--- config.mk ---
export PLATFORM = sky130hd
export DESIGN_NAME = cs_bounds_decoder
export DESIGN_NICKNAME = d
export VERILOG_FILES = /design/src/rtl/cs_dec_pkg.sv /design/src/rtl/cs_bounds_regs.sv /design/src/rtl/cs_row_match.sv /design/src/rtl/cs_prio_sel.sv /design/src/rtl/cs_bounds_decoder.sv
export SDC_FILE = /design/constraint.sdc
export NUM_CORES = 1
export LEC_CHECK = 0
export BUFFER_PORTS_ARGS = -buffer_cell sky130_fd_sc_hd__buf_2
export CAP_MARGIN = 5
export CORE_MARGIN = 1.5
export CORE_UTILIZATION = 54
export DETAILED_ROUTE_END_ITERATION = 10
export PLACE_DENSITY = 0.77
export SETUP_SLACK_MARGIN = 0.2
export SLEW_MARGIN = 15
export SYNTH_ARGS = -nofsm -noshare
export SYNTH_HDL_FRONTEND = slang
export SYNTH_SLANG_ARGS = --single-unit
export TNS_END_PERCENT = 50
--- constraint.sdc ---
create_clock -name clk_i -period 2.3 [get_ports clk_i]
set_clock_uncertainty 0.1 [all_clocks]
set_input_delay 0.115 -clock clk_i [delete_from_list [all_inputs] [get_ports clk_i]]
set_output_delay 0.115 -clock clk_i [all_outputs]
set_load 0.05 [all_outputs]
--- src/rtl/cs_dec_pkg.sv ---
package cs_dec_pkg;
  localparam int unsigned CS_FIELD_W = 16;
  localparam int unsigned CS_WORD_W  = 2 * CS_FIELD_W;

  typedef struct packed {
    logic [CS_FIELD_W-1:0] first_g;
    logic [CS_FIELD_W-1:0] last_g;
  } bounds_t;
endpackage

--- src/rtl/cs_bounds_regs.sv ---
module cs_bounds_regs
  import cs_dec_pkg::*;
#(
  parameter int unsigned NUM_ROWS = 4,
  localparam int unsigned SEL_W   = $clog2(NUM_ROWS)
) (
  input  logic                          clk_i,
  input  logic                          rst_ni,
  input  logic                          wr_en_i,
  input  logic [SEL_W-1:0]              wr_row_i,
  input  logic [CS_WORD_W-1:0]          wr_data_i,
  output bounds_t [NUM_ROWS-1:0]        bounds_o
);
  for (genvar g = 0; g < NUM_ROWS; g++) begin : g_row
    always_ff @(posedge clk_i or negedge rst_ni) begin
      if (!rst_ni) bounds_o[g] <= '0;
      else if (wr_en_i && (wr_row_i == SEL_W'(g))) bounds_o[g] <= bounds_t'(wr_data_i);
    end
  end
endmodule

--- src/rtl/cs_row_match.sv ---
module cs_row_match
  import cs_dec_pkg::*;
(
  input  bounds_t                 bounds_i,
  input  logic [CS_FIELD_W-1:0]   gran_i,
  output logic                    match_o
);
  logic populated;
  assign populated = (bounds_i.first_g != bounds_i.last_g);
  // inclusive on both ends; reversed ranges fall out of the compare
  assign match_o = populated && (gran_i >= bounds_i.first_g) && (gran_i <= bounds_i.last_g);
endmodule

--- src/rtl/cs_prio_sel.sv ---
module cs_prio_sel #(
  parameter int unsigned NUM_ROWS = 4,
  localparam int unsigned ROW_W   = $clog2(NUM_ROWS + 1)
) (
  input  logic [NUM_ROWS-1:0] match_i,
  output logic [ROW_W-1:0]    row_o,
  output logic                hit_o
);
  always_comb begin
    row_o = ROW_W'(NUM_ROWS);
    for (int i = NUM_ROWS - 1; i >= 0; i--) begin
      if (match_i[i]) row_o = ROW_W'(i);
    end
    hit_o = |match_i;
  end
endmodule

--- src/rtl/cs_bounds_decoder.sv ---
module cs_bounds_decoder
  import cs_dec_pkg::*;
#(
  parameter int unsigned NUM_ROWS   = 4,
  parameter int unsigned ADDR_W     = 36,
  parameter int unsigned GRAN_SHIFT = 24,
  localparam int unsigned SEL_W     = $clog2(NUM_ROWS),
  localparam int unsigned ROW_W     = $clog2(NUM_ROWS + 1),
  localparam int unsigned GRAN_W    = ADDR_W - GRAN_SHIFT
) (
  input  logic                  clk_i,
  input  logic                  rst_ni,
  input  logic                  wr_en_i,
  input  logic [SEL_W-1:0]      wr_row_i,
  input  logic [CS_WORD_W-1:0]  wr_data_i,
  input  logic                  addr_valid_i,
  input  logic [ADDR_W-1:0]     addr_i,
  output logic                  res_valid_o,
  output logic [ROW_W-1:0]      row_o,
  output logic                  hit_o,
  output logic                  oor_o
);
  bounds_t [NUM_ROWS-1:0] bounds;
  logic [NUM_ROWS-1:0]    match;
  logic [CS_FIELD_W-1:0]  gran;
  logic [GRAN_W-1:0]      gran_raw;
  logic [ROW_W-1:0]       sel_row;
  logic                   sel_hit;

  assign gran_raw = addr_i[ADDR_W-1:GRAN_SHIFT];
  assign gran     = CS_FIELD_W'(gran_raw);

  cs_bounds_regs #(.NUM_ROWS(NUM_ROWS)) u_regs (
    .clk_i     (clk_i),
    .rst_ni    (rst_ni),
    .wr_en_i   (wr_en_i),
    .wr_row_i  (wr_row_i),
    .wr_data_i (wr_data_i),
    .bounds_o  (bounds)
  );

  for (genvar g = 0; g < NUM_ROWS; g++) begin : g_match
    cs_row_match u_match (
      .bounds_i (bounds[g]),
      .gran_i   (gran),
      .match_o  (match[g])
    );
  end

  cs_prio_sel #(.NUM_ROWS(NUM_ROWS)) u_sel (
    .match_i (match),
    .row_o   (sel_row),
    .hit_o   (sel_hit)
  );

  always_ff @(posedge clk_i or negedge rst_ni) begin
    if (!rst_ni) begin
      res_valid_o <= 1'b0;
      row_o       <= '0;
      hit_o       <= 1'b0;
      oor_o       <= 1'b0;
    end else begin
      res_valid_o <= addr_valid_i;
      if (addr_valid_i) begin
        row_o <= sel_row;
        hit_o <= sel_hit;
        oor_o <= !sel_hit;
      end
    end
  end
endmodule

Word-level counts from Yosys, hierarchy flattened
Cells that the tools add are included.
- $lt $le $gt $ge: 8
- equal/unequal tests: 7
- mux-type cells: 4
- reductions and logical operators: 15
- operators with widths (cell ; count):
    $ge A12 B16 Y1 ; 4
    $le A12 B16 Y1 ; 4
    $ne A16 B16 Y1 ; 4
    $logic_and A1 B1 Y1 ; 12
    $mux W3 ; 4
    $eq A2 B2 Y1 const B ; 2
    $reduce_or A4 Y1 ; 1
    $eq A2 B1 Y1 const B ; 1
    $logic_not A2 Y1 ; 1
    $logic_not A1 Y1 ; 1
- flip-flop bits (word level): 134
- input port bits: 74
- output and inout bits: 6

Longest topological paths before layout
Gate-level depths: netlist of run 1.
- depth after elaboration: 7
- gate-level depth with buffers: 9
- gate-level depth less buffers: 9

Cells and area by module
From an unflattened synthesis of run 1, not the netlist that was laid out.
- cells, all modules: 819
- area, all modules: 8864.8 um^2
- modules (own cells, without submodules) (module ; instances ; cells each ; area an instance (um^2) ; seq. area each (um^2)):
    cs_bounds_regs ; 1 ; 272 ; 4744.6 ; 3203.1
    cs_row_match at g_match[0].u_match ... ; 3 ; 132 ; 967.2 ; 0.0
    cs_row_match at g_match[1].u_match ; 1 ; 131 ; 965.9 ; 0.0
    cs_bounds_decoder ; 1 ; 13 ; 212.7 ; 150.1
    cs_prio_sel ; 1 ; 7 ; 40.0 ; 0.0

Least setup slack after synthesis of run 1
Ideal clock, no wire load.
- path kind: reg2reg
- from: reg u_regs.bounds_o[101] in the netlist's numbering
- to: reg oor_o
- library setup time: 121 ps
- arrival time: 1991 ps
- data required time: 2079 ps
- slack: 88 ps
- stages on the path, launching flop included: 10
- path buffers: 0
- path through: dfrtp_1 -> inv_1 -> ha_1 -> a21o_1 -> a21o_1 -> a21o_1 -> a2111oi_2 -> o211a_1 -> o21ba_4 -> a22o_1
- longest elaborated chain between the ends: 5
- RTL lines (element ; line ; RTL):
    from (decl) ; cs_bounds_regs.sv:12 ; output bounds_t [NUM_ROWS-1:0] bounds_o
    from (signal, indexed assignment) ; cs_bounds_regs.sv:17 ; else if (wr_en_i && (wr_row_i == SEL_W'(g))) bounds_o[g] <= bounds_t'(wr_data_i);
    parallel branches: the longest is 2 deep, another holds $le A12 B16 Y1 ; -- ;
    $logic_and A1 B1 Y1 * ; cs_row_match.sv:11 ; assign match_o = populated && (gran_i >= bounds_i.first_g) && (gran_i <= bounds_i.last_g);
    $reduce_or A4 Y1 * ; cs_prio_sel.sv:14 ; hit_o = |match_i;
    $logic_not A1 Y1 * ; cs_bounds_decoder.sv:67 ; oor_o <= !sel_hit;
    to (signal assigned) ; cs_bounds_decoder.sv:67 ;
    to (decl) ; cs_bounds_decoder.sv:21 ; output logic oor_o
Every way passes the cells marked *.
A chain may end at the register's enable or synchronous reset.

Final worst setup path of run 1
Same ends and word-level chain as after synthesis.

==> results.py, run 1 <==
metrics = {
    "finish": {
        "num_antenna_cells": 0,
        "final_cell_mix": "134 x dfrtp_1, 100 x mux2_2, 94 x ha_1",
        "fillers": 1061,
        "drive_gt1_frac": 0.271,
        "final_common_cell": "dfrtp_1",
        "postLayoutCoreUtil": 0.675,
        "syn2layout_area_growth_pct": 22.0,
        "finalNetCount": 1029,
    },
    "placement": {
        "gp_congestion": 0.951,
        "io_buffer_count": 55,
        "hpwlAfterDp_mm": 16.0,
    },
    "clock_tree": {
        "clk_path_buf_depth": 2,
        "cts_tree": "done",
        "cts.sinks": 134,
        "cts.clk_slew.worst_paths_ns": 0.06,
        "root_buffer": "clkbuf_16",
        "cts-buffers-inserted": 17,
        "worstSkewPairLatency_ns": 0.43,
        "htree_levels": 4,
    },
    "synth": {
        "synth-edff-count": 0,
        "ys_ff_latch": 134,
        "synth-compound-area-share": 0.0907,
        "synth_top_area_cell": "dfrtp_1",
        "synth_warnings": 0,
        "avgSynthCellArea_um2": 11.1,
        "synth.top_cell.area_share": 0.417,
        "ys_top_cells_by_area": "dfrtp_1 42%, ha_1 15%, mux2_2 14%, inv_1 4.2%, xnor2_1 3.5%",
        "synth_top_family_by_area": "adder cells",
        "synth_cell_types": 45,
        "synth_nets": 896,
        "postSynthCellCount": 726,
        "synthArstFlopShare": 1.00,
        "synthSimpleGateAreaFrac": 0.0761,
        "ys_seq_area_frac": 0.417,
        "synthFlopType": "dfrtp_1",
        "synth.area.mux_share": 0.148,
        "synthAdderAreaFrac": 0.149,
        "synth_area_um2": 8040,
        "synth_xor_xnor_area_share": 0.0697,
    },
    "grt": {
        "grt_pass1_vias": 6434,
        "antenna_found_initial": 0,
        "grt_max_degree": 70,
        "grt_overflow_total": 0,
        "grt_pass1_wl_mm": 33.7,
        "track_usage": 0.285,
    },
    "sta": {
        "fin_crit_ns": 2.36,
        "worst_slack_ns": -0.0597,
        "holdWs_ns": 0.150,
        "finalSetupViolations": 4,
        "worstMarginPinSlew_ns": 0.698,
        "hold_viol_final": 0,
        "fin_crit_sh": 1.03,
        "slew_headroom": 0.535,
        "grt_setup_unrepaired": "true",
        "timing.fmax_mhz": 424,
        "slew_violations": 0,
    },
    "worst_setup_path": {
        "arrival_ns": 2.58,
        "crit_path_max_fanout": 3,
        "required_ns": 2.52,
        "regToRegStartpoint": "u_regs.bounds_o[101]$_DFFE_PN0P_",
        "critPathKind": "reg2reg",
        "end_kind": "flip-flop",
        "rr_endpoint": "oor_o$_DFFE_PN0P_",
        "rr_worst_depth": 9,
        "rrSetupSlack_ns": -0.06,
        "cp-start-kind": "flip-flop",
    },
    "detailed_routing": {
        "drcViolationCount": 0,
        "drtPass1Iterations": 5,
        "wl_mm": 21.7,
        "post_drt_via_cell_ratio": 5.87,
        "drt_iter0_drc": 401,
        "wl_per_cell_um": 20.5,
        "ant_nets": 0,
        "vias": 6194,
    },
    "hold_path": {
        "hp-class": "in2async",
    },
    "floorplanning": {
        "start_util": 0.553,
        "rows": 44,
        "die-area_um2": 15600,
        "ios": 80,
        "die_y_um": 125,
        "fp.dieW_um": 125,
        "coreArea_um2": 14500,
    },
    "pwr": {
        "leakage_nw": 4.77,
        "total_power_mw": 8.35,
        "ir_worst_vdd_mv": 0.581,
        "powerDensity_nw_per_um2": 852,
    },
    "flow_run": {
        "drv_cap": 0,
    },
    "run_status": {
        "violations": "negative setup slack",
        "status": "finished with violations",
    },
}
==> worst max-delay path, stage by stage (launching register included) <==
cell and delay, ns:
dfrtp_1 0.36, inv_1 0.05, ha_1 0.30, a21o_1 0.16
a21o_1 0.18, a21o_1 0.19, a2111oi_4 0.35, o211a_1 0.23
o21ba_4 0.17, a22o_1 0.17
==> registers in the layout, summed over array words and instances, names as in the netlist <==
name,cells
row_o,3
hit_o,1
res_valid_o,1
u_regs.bounds_o,128
oor_o,1
==> how the worst max path moves through the flow <==
stage | startpoint | end | slack, ns
floorplan | u_regs.bounds_o[101]$_DFFE_PN0P_ | oor_o$_DFFE_PN0P_ | 0.12
global placement | u_regs.bounds_o[10]$_DFFE_PN0P_ | row_o[1]$_DFFE_PN0P_ | -0.02
detailed placement | u_regs.bounds_o[10]$_DFFE_PN0P_ | row_o[1]$_DFFE_PN0P_ | -0.07
CTS | u_regs.bounds_o[1]$_DFFE_PN0P_ | row_o[1]$_DFFE_PN0P_ | -0.02
global route | u_regs.bounds_o[101]$_DFFE_PN0P_ | oor_o$_DFFE_PN0P_ | -0.14
finish | u_regs.bounds_o[101]$_DFFE_PN0P_ | oor_o$_DFFE_PN0P_ | -0.06
==> logic make-up (layout without fill, tap and decap cells) <==
logic type	count (synthesis)	count (layout)
DFF	134	134
AOI/OAI and AO/OA	111	111
and+or+nand+nor	111	111
muxes	106	106
buffers and inverters	104	250
adders and majority gates	96	96
xor gates and xnor gates	64	64
==> synth_stat cells, types with 8 or more instances <==
master and count:
ha_1 96, nor4_1 17, dfrtp_1 134, o21ai_1 13
xnor2_1 32, nand2_1 34, clkbuf_1 10, mux2_2 100
o21ai_0 19, nor2b_1 8, inv_1 90, nand4_1 24
a21oi_1 23, a21o_1 23, xor2_1 32
==> cell type report <==
class,instances,area [µm²],area share
tap,184,230,0.0235
clock inverter,13,154,0.0157
sequential,134,3350,0.342
inverter,90,338,0.0345
multi-input combinational,488,4360,0.445
clock buffer,19,443,0.0452
timing repair buffer,128,927,0.0946
==> metrics by stage <==
stage          instances  setup WS, ns  cell area, µm²  TNS (ns)
2_1_floorplan        726         0.122            8040         0
3_3_place_gp         988       -0.0161            8800   -0.0469
3_5_place_dp         988       -0.0701            8800    -0.268
4_1_cts             1056       -0.0161            9780   -0.0416
5_1_grt             1056        -0.136            9810    -0.537
6_report            1056       -0.0597            9810    -0.210
==> where the power goes <==
group | switching, mW | internal [mW] | total (mW)
Combinational | 1.25 | 1.16 | 2.41
Clock | 1.02 | 1.72 | 2.75
Sequential | 0.400 | 2.80 | 3.20
Total | 2.67 | 5.68 | 8.35
==> routing by layer <==
| metal | track usage | vias up | share of wire |
|---|---|---|---|
| met1 | 0.355 | 3068 | 0.41 |
| li1 | - | 2833 | - |
| met2 | 0.467 | 224 | 0.47 |
| met3 | 0.0740 | 69 | 0.073 |
| met4 | 0.129 | 0 | 0.041 |
| met5 | 0 | - | 0 |
==> what timing repair did <==
action / 4_1_cts / 5_1_grt
pin swaps: 3 / 1
setup buffers: 2 / 0
endpoints found under the setup margin: 5 / 5
hold endpoints to repair: 196 / 0
hold buffers: 34 / 0
resized for setup: 4 / 4
No activity file was read; power rests on OpenSTA's default activity.
==> run 2: changes to the inputs <==
- CORE_UTILIZATION: 54 -> 60
- PLACE_DENSITY: 0.77 -> 0.81
- clock period: 2.3 -> 2.9 ns (I/O delays scaled with it)
==> run 2 against run 1 <==
Net effect: the run now ends clean; critical path depth is 1 lower; sequential share of layout area grew 1.2 points; non-clock buffer count down 30; critical endpoint is now row_o[2]$_DFFE_PN0P_; largest power group unchanged; highest routed layer unchanged.
==> results.py, run 2 (synthesis gave the netlist of run 1 again) <==
metrics = {
    "sta": {
        "hold_viol_final": 0,
        "worstMarginPinSlew_ns": 0.855,
        "finalSetupViolations": 0,
        "fin_crit_ns": 2.45,
        "finalSetupTns_ns": 0,
        "timing.fmax_mhz": 408,
        "slew_violations": 0,
        "fin_crit_sh": 0.846,
        "grt_setup_unrepaired": "false",
        "slew_headroom": 0.430,
    },
    "grt": {
        "grt_pass1_vias": 6433,
        "grt_max_degree": 59,
        "antenna_found_initial": 0,
        "track_usage": 0.320,
        "grt_overflow_total": 0,
        "grt_pass1_wl_mm": 33.5,
    },
    "floorplanning": {
        "die-area_um2": 14100,
        "fp.dieW_um": 119,
        "die_y_um": 119,
        "rows": 42,
        "coreArea_um2": 13100,
        "ios": 80,
        "start_util": 0.612,
    },
    "pwr": {
        "p_int_mw": 4.37,
        "power_frac_comb": 0.282,
        "seqPwrFrac": 0.397,
        "netSwitchingPower_mw": 2.04,
        "ir_worst_vdd_mv": 0.464,
        "leakage_nw": 4.59,
        "powerDensity_nw_per_um2": 677,
        "swShare": 0.318,
        "p_clk_frac": 0.321,
    },
    "finish": {
        "regMostFlops": "u_regs.bounds_o",
        "largest_reg_flops": 128,
        "finalNetCount": 999,
        "stdcell_area_um2": 9470,
        "num_antenna_cells": 0,
        "largestRegisters": "u_regs.bounds_o: 128 flops, row_o: 3 flops",
        "syn2layout_area_growth_pct": 17.7,
        "postLayoutCoreUtil": 0.720,
        "fillers": 889,
        "final_common_cell": "dfrtp_1",
        "drive_gt1_frac": 0.232,
        "final_cell_mix": "134 x dfrtp_1, 100 x mux2_2, 96 x ha_1",
    },
    "worst_setup_path": {
        "critPathSlowestCell": "or3_1",
        "arrival_ns": 2.66,
        "cp-start-kind": "flip-flop",
        "max_stage_delay_ns": 0.43,
        "cpLargestDelayFamily": "compound AO/OA/AOI/OAI gates",
        "critPathBufInv": 1,
        "end_kind": "flip-flop",
        "critPathKind": "reg2reg",
        "required_ns": 3.11,
        "crit_chain": "inv_1 -> ha_1 -> nand4_1 -> or3_1 -> o311a_1 -> o31a_1 -> a21boi_1 -> a22o_1",
        "crit_path_max_fanout": 4,
    },
    "detailed_routing": {
        "wl_per_cell_um": 21.0,
        "wl_mm": 21.3,
        "ant_nets": 0,
        "drt_iter0_drc": 469,
        "vias": 6084,
        "post_drt_via_cell_ratio": 6.00,
        "drtPass1Iterations": 8,
        "drcViolationCount": 0,
    },
    "clock_tree": {
        "root_buffer": "clkbuf_16",
        "worstSkewPairLatency_ns": 0.43,
        "clk_path_buf_depth": 2,
        "cts.clk_slew.worst_paths_ns": 0.06,
        "htree_levels": 4,
        "post-cts-setup-buffers": 0,
        "cts-buffers-inserted": 17,
        "cts.sinks": 134,
        "cts_tree": "done",
    },
    "placement": {
        "hpwlAfterDp_mm": 15.1,
        "io_buffer_count": 55,
        "placed_cell_area_um2": 8570,
        "gp_congestion": 0.949,
    },
    "hold_path": {
        "hp-class": "in2reg",
    },
    "flow_run": {
        "drv_cap": 0,
    },
    "run_status": {
        "status": "completed",
    },
}
## run 2: tightest hold or removal path: stages
cell and delay [ns]:
buf_2 0.13, nor3b_4 0.12, nand2_1 0.11, o21ai_1 0.07
## run 2: repair_timing
| item | 4_1_cts | 5_1_grt |
|---|---|---|
| gates resized for setup | 0 | 0 |
| endpoints found under the hold margin | 184 | 0 |
| setup endpoints to repair | 0 | 0 |
| hold buffers | 34 | 0 |
## run 2: metrics by stage
step,total power [mW],setup WS (ns),hold WS [ns],instances
final,6.41,0.448,0.0910,1014
after global routing,6.72,0.383,0.121,1014
after CTS,6.38,0.484,0.0872,1014
after detailed placement,4.27,0.494,0.159,952
after global placement,4.16,0.547,0.149,952
after floorplan,3.67,0.688,-0.251,726
## run 2: metal layers
metal | GRT usage | vias to the layer above | wire [µm]
met5 | 0 | - | 0
met4 | 0.185 | 0 | 1100
met3 | 0.0676 | 80 | 1320
met2 | 0.523 | 256 | 10200
met1 | 0.393 | 2972 | 8710
li1 | - | 2776 | -
## run 2: final timing paths
kind                                                  from                               to  slack (ns)  depth (start not counted)
max reg2reg                u_regs.bounds_o[11]$_DFFE_PN0P_             row_o[2]$_DFFE_PN0P_        0.45                          8
min in group asynchronous                           rst_ni  u_regs.bounds_o[17]$_DFFE_PN0P_        0.24                          2
min reg2reg                           row_o[0]$_DFFE_PN0P_             row_o[0]$_DFFE_PN0P_        0.39                          2
max                        u_regs.bounds_o[11]$_DFFE_PN0P_             row_o[2]$_DFFE_PN0P_        0.45                          8
max in group asynchronous                           rst_ni  u_regs.bounds_o[23]$_DFFE_PN0P_        1.69                          3
min                                            wr_row_i[1]   u_regs.bounds_o[2]$_DFFE_PN0P_        0.09                          4
## run 2: power by group through the flow
stage                     Sequential (mW)  Clock (mW)  Combinational [mW]
final                                2.55        2.06                1.81
after global routing                 2.59        2.16                1.98
after CTS                            2.54        2.07                1.77
after detailed placement             2.56           0                1.71
after global placement               2.54           0                1.62
after floorplan                      2.53           0                1.15
## run 2: area by class of cell
class,instances,area [µm²],area share
multi-input combinational,488,4300,0.455
timing repair buffer,98,698,0.0738
inverter,90,338,0.0357
tap,176,220,0.0233
clock buffer,23,478,0.0505
sequential,134,3350,0.354
clock inverter,5,75.1,0.00793
==> run 3: changes to the inputs <==
- ABC_AREA: unset -> 1
- clock period: 2.9 -> 2.5 ns (I/O delays scaled with it)
==> run 3 against run 2 <==
Net effect: global-route usage grew 0.092 points; critical path depth up 7; total power is 17% higher; clock-buffer cell count shrank 4; highest routed layer unchanged; clock power is 27% higher; synthesized cell count rose by 44%.
==> results.py, run 3 <==
metrics = {
    "synth": {
        "synth-edff-count": 0,
        "avgSynthCellArea_um2": 7.92,
        "ys_seq_area_frac": 0.403,
        "synth_top_area_cell": "dfrtp_1",
        "postSynthCellCount": 1049,
        "ys_ff_latch": 134,
        "synth_cell_types": 27,
        "synthFlopType": "dfrtp_1",
        "synth_nets": 1219,
        "synth.top_cell.area_share": 0.403,
        "synth_area_um2": 8310,
        "synth_most_common_cell": "nand2_1",
        "netlist_top_cells_count": "289 x nand2_1, 153 x inv_1, 134 x dfrtp_1, 134 x o21ai_0, 96 x ha_1",
        "synth_warnings": 0,
        "synthArstFlopShare": 1.00,
        "ys_top_cells_by_area": "dfrtp_1 40%, ha_1 14%, nand2_1 13%, o21ai_0 8.1%, inv_1 6.9%",
    },
    "finish": {
        "postLayoutCoreUtil": 0.729,
        "final_cell_mix": "289 x nand2_1, 153 x inv_1, 134 x o21ai_0, 134 x dfrtp_1, 96 x ha_1",
        "largest_reg_flops": 128,
        "drive_gt1_frac": 0.102,
        "regMostFlops": "u_regs.bounds_o",
        "final_common_cell": "nand2_1",
        "finalNetCount": 1309,
        "syn2layout_area_growth_pct": 17.5,
        "largestRegisters": "u_regs.bounds_o: 128 flops, row_o: 3 flops",
    },
    "grt": {
        "track_usage": 0.321,
        "antenna_found_initial": 1,
        "grt_pass1_wl_mm": 35.4,
        "grt_util_met1": 0.438,
        "grt_pass1_vias": 7029,
        "grt_overflow_total": 0,
        "grt-busiest-layer": "met2",
        "grt_max_degree": 72,
        "use_met2": 0.492,
        "use_met3": 0.0745,
    },
    "hold_path": {
        "hp-class": "in2async",
    },
    "clock_tree": {
        "cts.sinks": 134,
        "cts.clk_slew.worst_paths_ns": 0.06,
        "htree_levels": 4,
        "worstSkewPairLatency_ns": 0.43,
        "clk_path_buf_depth": 2,
        "cts_tree": "done",
        "post-cts-setup-buffers": 0,
        "cts-buffers-inserted": 17,
        "root_buffer": "clkbuf_16",
    },
    "sta": {
        "finalSetupTns_ns": 0,
        "fin_crit_ns": 2.02,
        "worst_slack_ns": 0.479,
        "slew_violations": 0,
        "slew_headroom": 0.563,
        "holdWs_ns": 0.0308,
        "grt_setup_unrepaired": "false",
        "worstMarginPinSlew_ns": 0.655,
        "hold_viol_final": 0,
        "timing.fmax_mhz": 495,
        "fin_crit_sh": 0.808,
        "finalSetupViolations": 0,
    },
    "worst_setup_path": {
        "cp-startpoint": "u_regs.bounds_o[87]$_DFFE_PN0P_",
        "regToRegStartpoint": "u_regs.bounds_o[87]$_DFFE_PN0P_",
        "crit_path_max_fanout": 3,
        "crit_path_frequent_cell": "nand2_1",
        "cp-start-kind": "flip-flop",
        "rrSetupSlack_ns": 0.48,
        "rr_worst_depth": 15,
        "crit_chain": "inv_1 -> ha_1 -> nand2_1 -> nor2_1 -> nand2_1 -> nand2_1 -> nor2_1 -> nand2_1 -> nand2_1 -> nand2_1 -> nand3_2 -> nand2_1 -> nand2_1 -> nand2_1 -> nand2_1",
        "critPathSlowestCell": "dfrtp_1",
        "critPathKind": "reg2reg",
        "required_ns": 2.72,
        "rr_endpoint": "row_o[0]$_DFFE_PN0P_",
        "max_stage_delay_ns": 0.45,
        "end_kind": "flip-flop",
        "arrival_ns": 2.25,
    },
    "floorplanning": {
        "rows": 42,
        "coreArea_um2": 13400,
        "ios": 80,
        "start_util": 0.620,
        "die_y_um": 121,
        "fp.dieW_um": 121,
        "die-area_um2": 14600,
    },
    "pwr": {
        "ir_worst_vdd_mv": 0.525,
        "powerDensity_nw_per_um2": 771,
        "leakage_nw": 5.01,
        "total_power_mw": 7.53,
    },
    "detailed_routing": {
        "post_drt_via_cell_ratio": 5.45,
        "wl_mm": 21.6,
        "drcViolationCount": 0,
        "drtPass1Iterations": 5,
        "ant_nets": 0,
        "vias": 7240,
        "drt_iter0_drc": 640,
        "wl_per_cell_um": 16.2,
    },
    "placement": {
        "hpwlAfterDp_mm": 14.7,
        "gp_congestion": 0.885,
        "pre_cts_ws_ns": 0.548,
        "io_buffer_count": 55,
    },
    "run_status": {
        "status": "completed",
    },
    "flow_run": {
        "drv_cap": 0,
    },
}
## run 3: final cells by class
cell class | instances | area [µm²]
Tap cell | 176 | 220
Clock buffer | 19 | 443
Fill cell | 994 | 3630
Clock inverter | 13 | 171
Timing Repair Buffer | 95 | 692
Antenna cell | 1 | 2.50
Multi-Input combinational cell | 736 | 4310
Sequential cell | 134 | 3350
Inverter | 155 | 582
## run 3: kinds of logic after synthesis
| kind of cell | Yosys count | synth area share |
|---|---|---|
| AND/OR/NAND/NOR | 399 | 0.198 |
| AO/OA/AOI/OAI | 190 | 0.120 |
| buffers and inverters | 179 | 0.0808 |
| flip-flops | 134 | 0.403 |
| adder cells (fa/ha/maj) | 96 | 0.144 |
| XOR/XNOR | 51 | 0.0537 |
## run 3: through the flow
step	std cells	cell area [µm²]
finish	1329	9770
global route	1328	9770
CTS	1328	9770
detailed placement	1262	8810
global placement	1262	8810
floorplan	1049	8310
## run 3: where the power goes
part / switching [mW] / internal (mW)
clock network: 1.01 / 1.61
logic: 1.20 / 0.818
registers: 0.374 / 2.53
## run 3: worst max path at each step
stage	to	slack, ns	cells past startpoint
after floorplan	row_o[0]$_DFFE_PN0P_	0.86	15
final	row_o[0]$_DFFE_PN0P_	0.48	15
after global placement	row_o[0]$_DFFE_PN0P_	0.60	15
after CTS	row_o[0]$_DFFE_PN0P_	0.52	15
after detailed placement	hit_o$_DFFE_PN0P_	0.55	11
after global routing	hit_o$_DFFE_PN0P_	0.34	11
## run 3: critical path, delay by kind of cell, from the launching register on
family        cells  cell delay [ns]
flops             1             0.45
simple gates     13             1.00
fa+ha+maj         1             0.30
buf+inv           1             0.07
## run 3: per-layer routing
layer  vias up  routed length [µm]
met1      3405                9490
met2       259                9750
met4         0                 609
li1       3528                   -
met3        48                1700
met5         -                   0
## run 3: what timing repair did
item	4_1_cts	5_1_grt
hold endpoints to repair	260	0
resized for setup	0	0
hold buffers	34	0
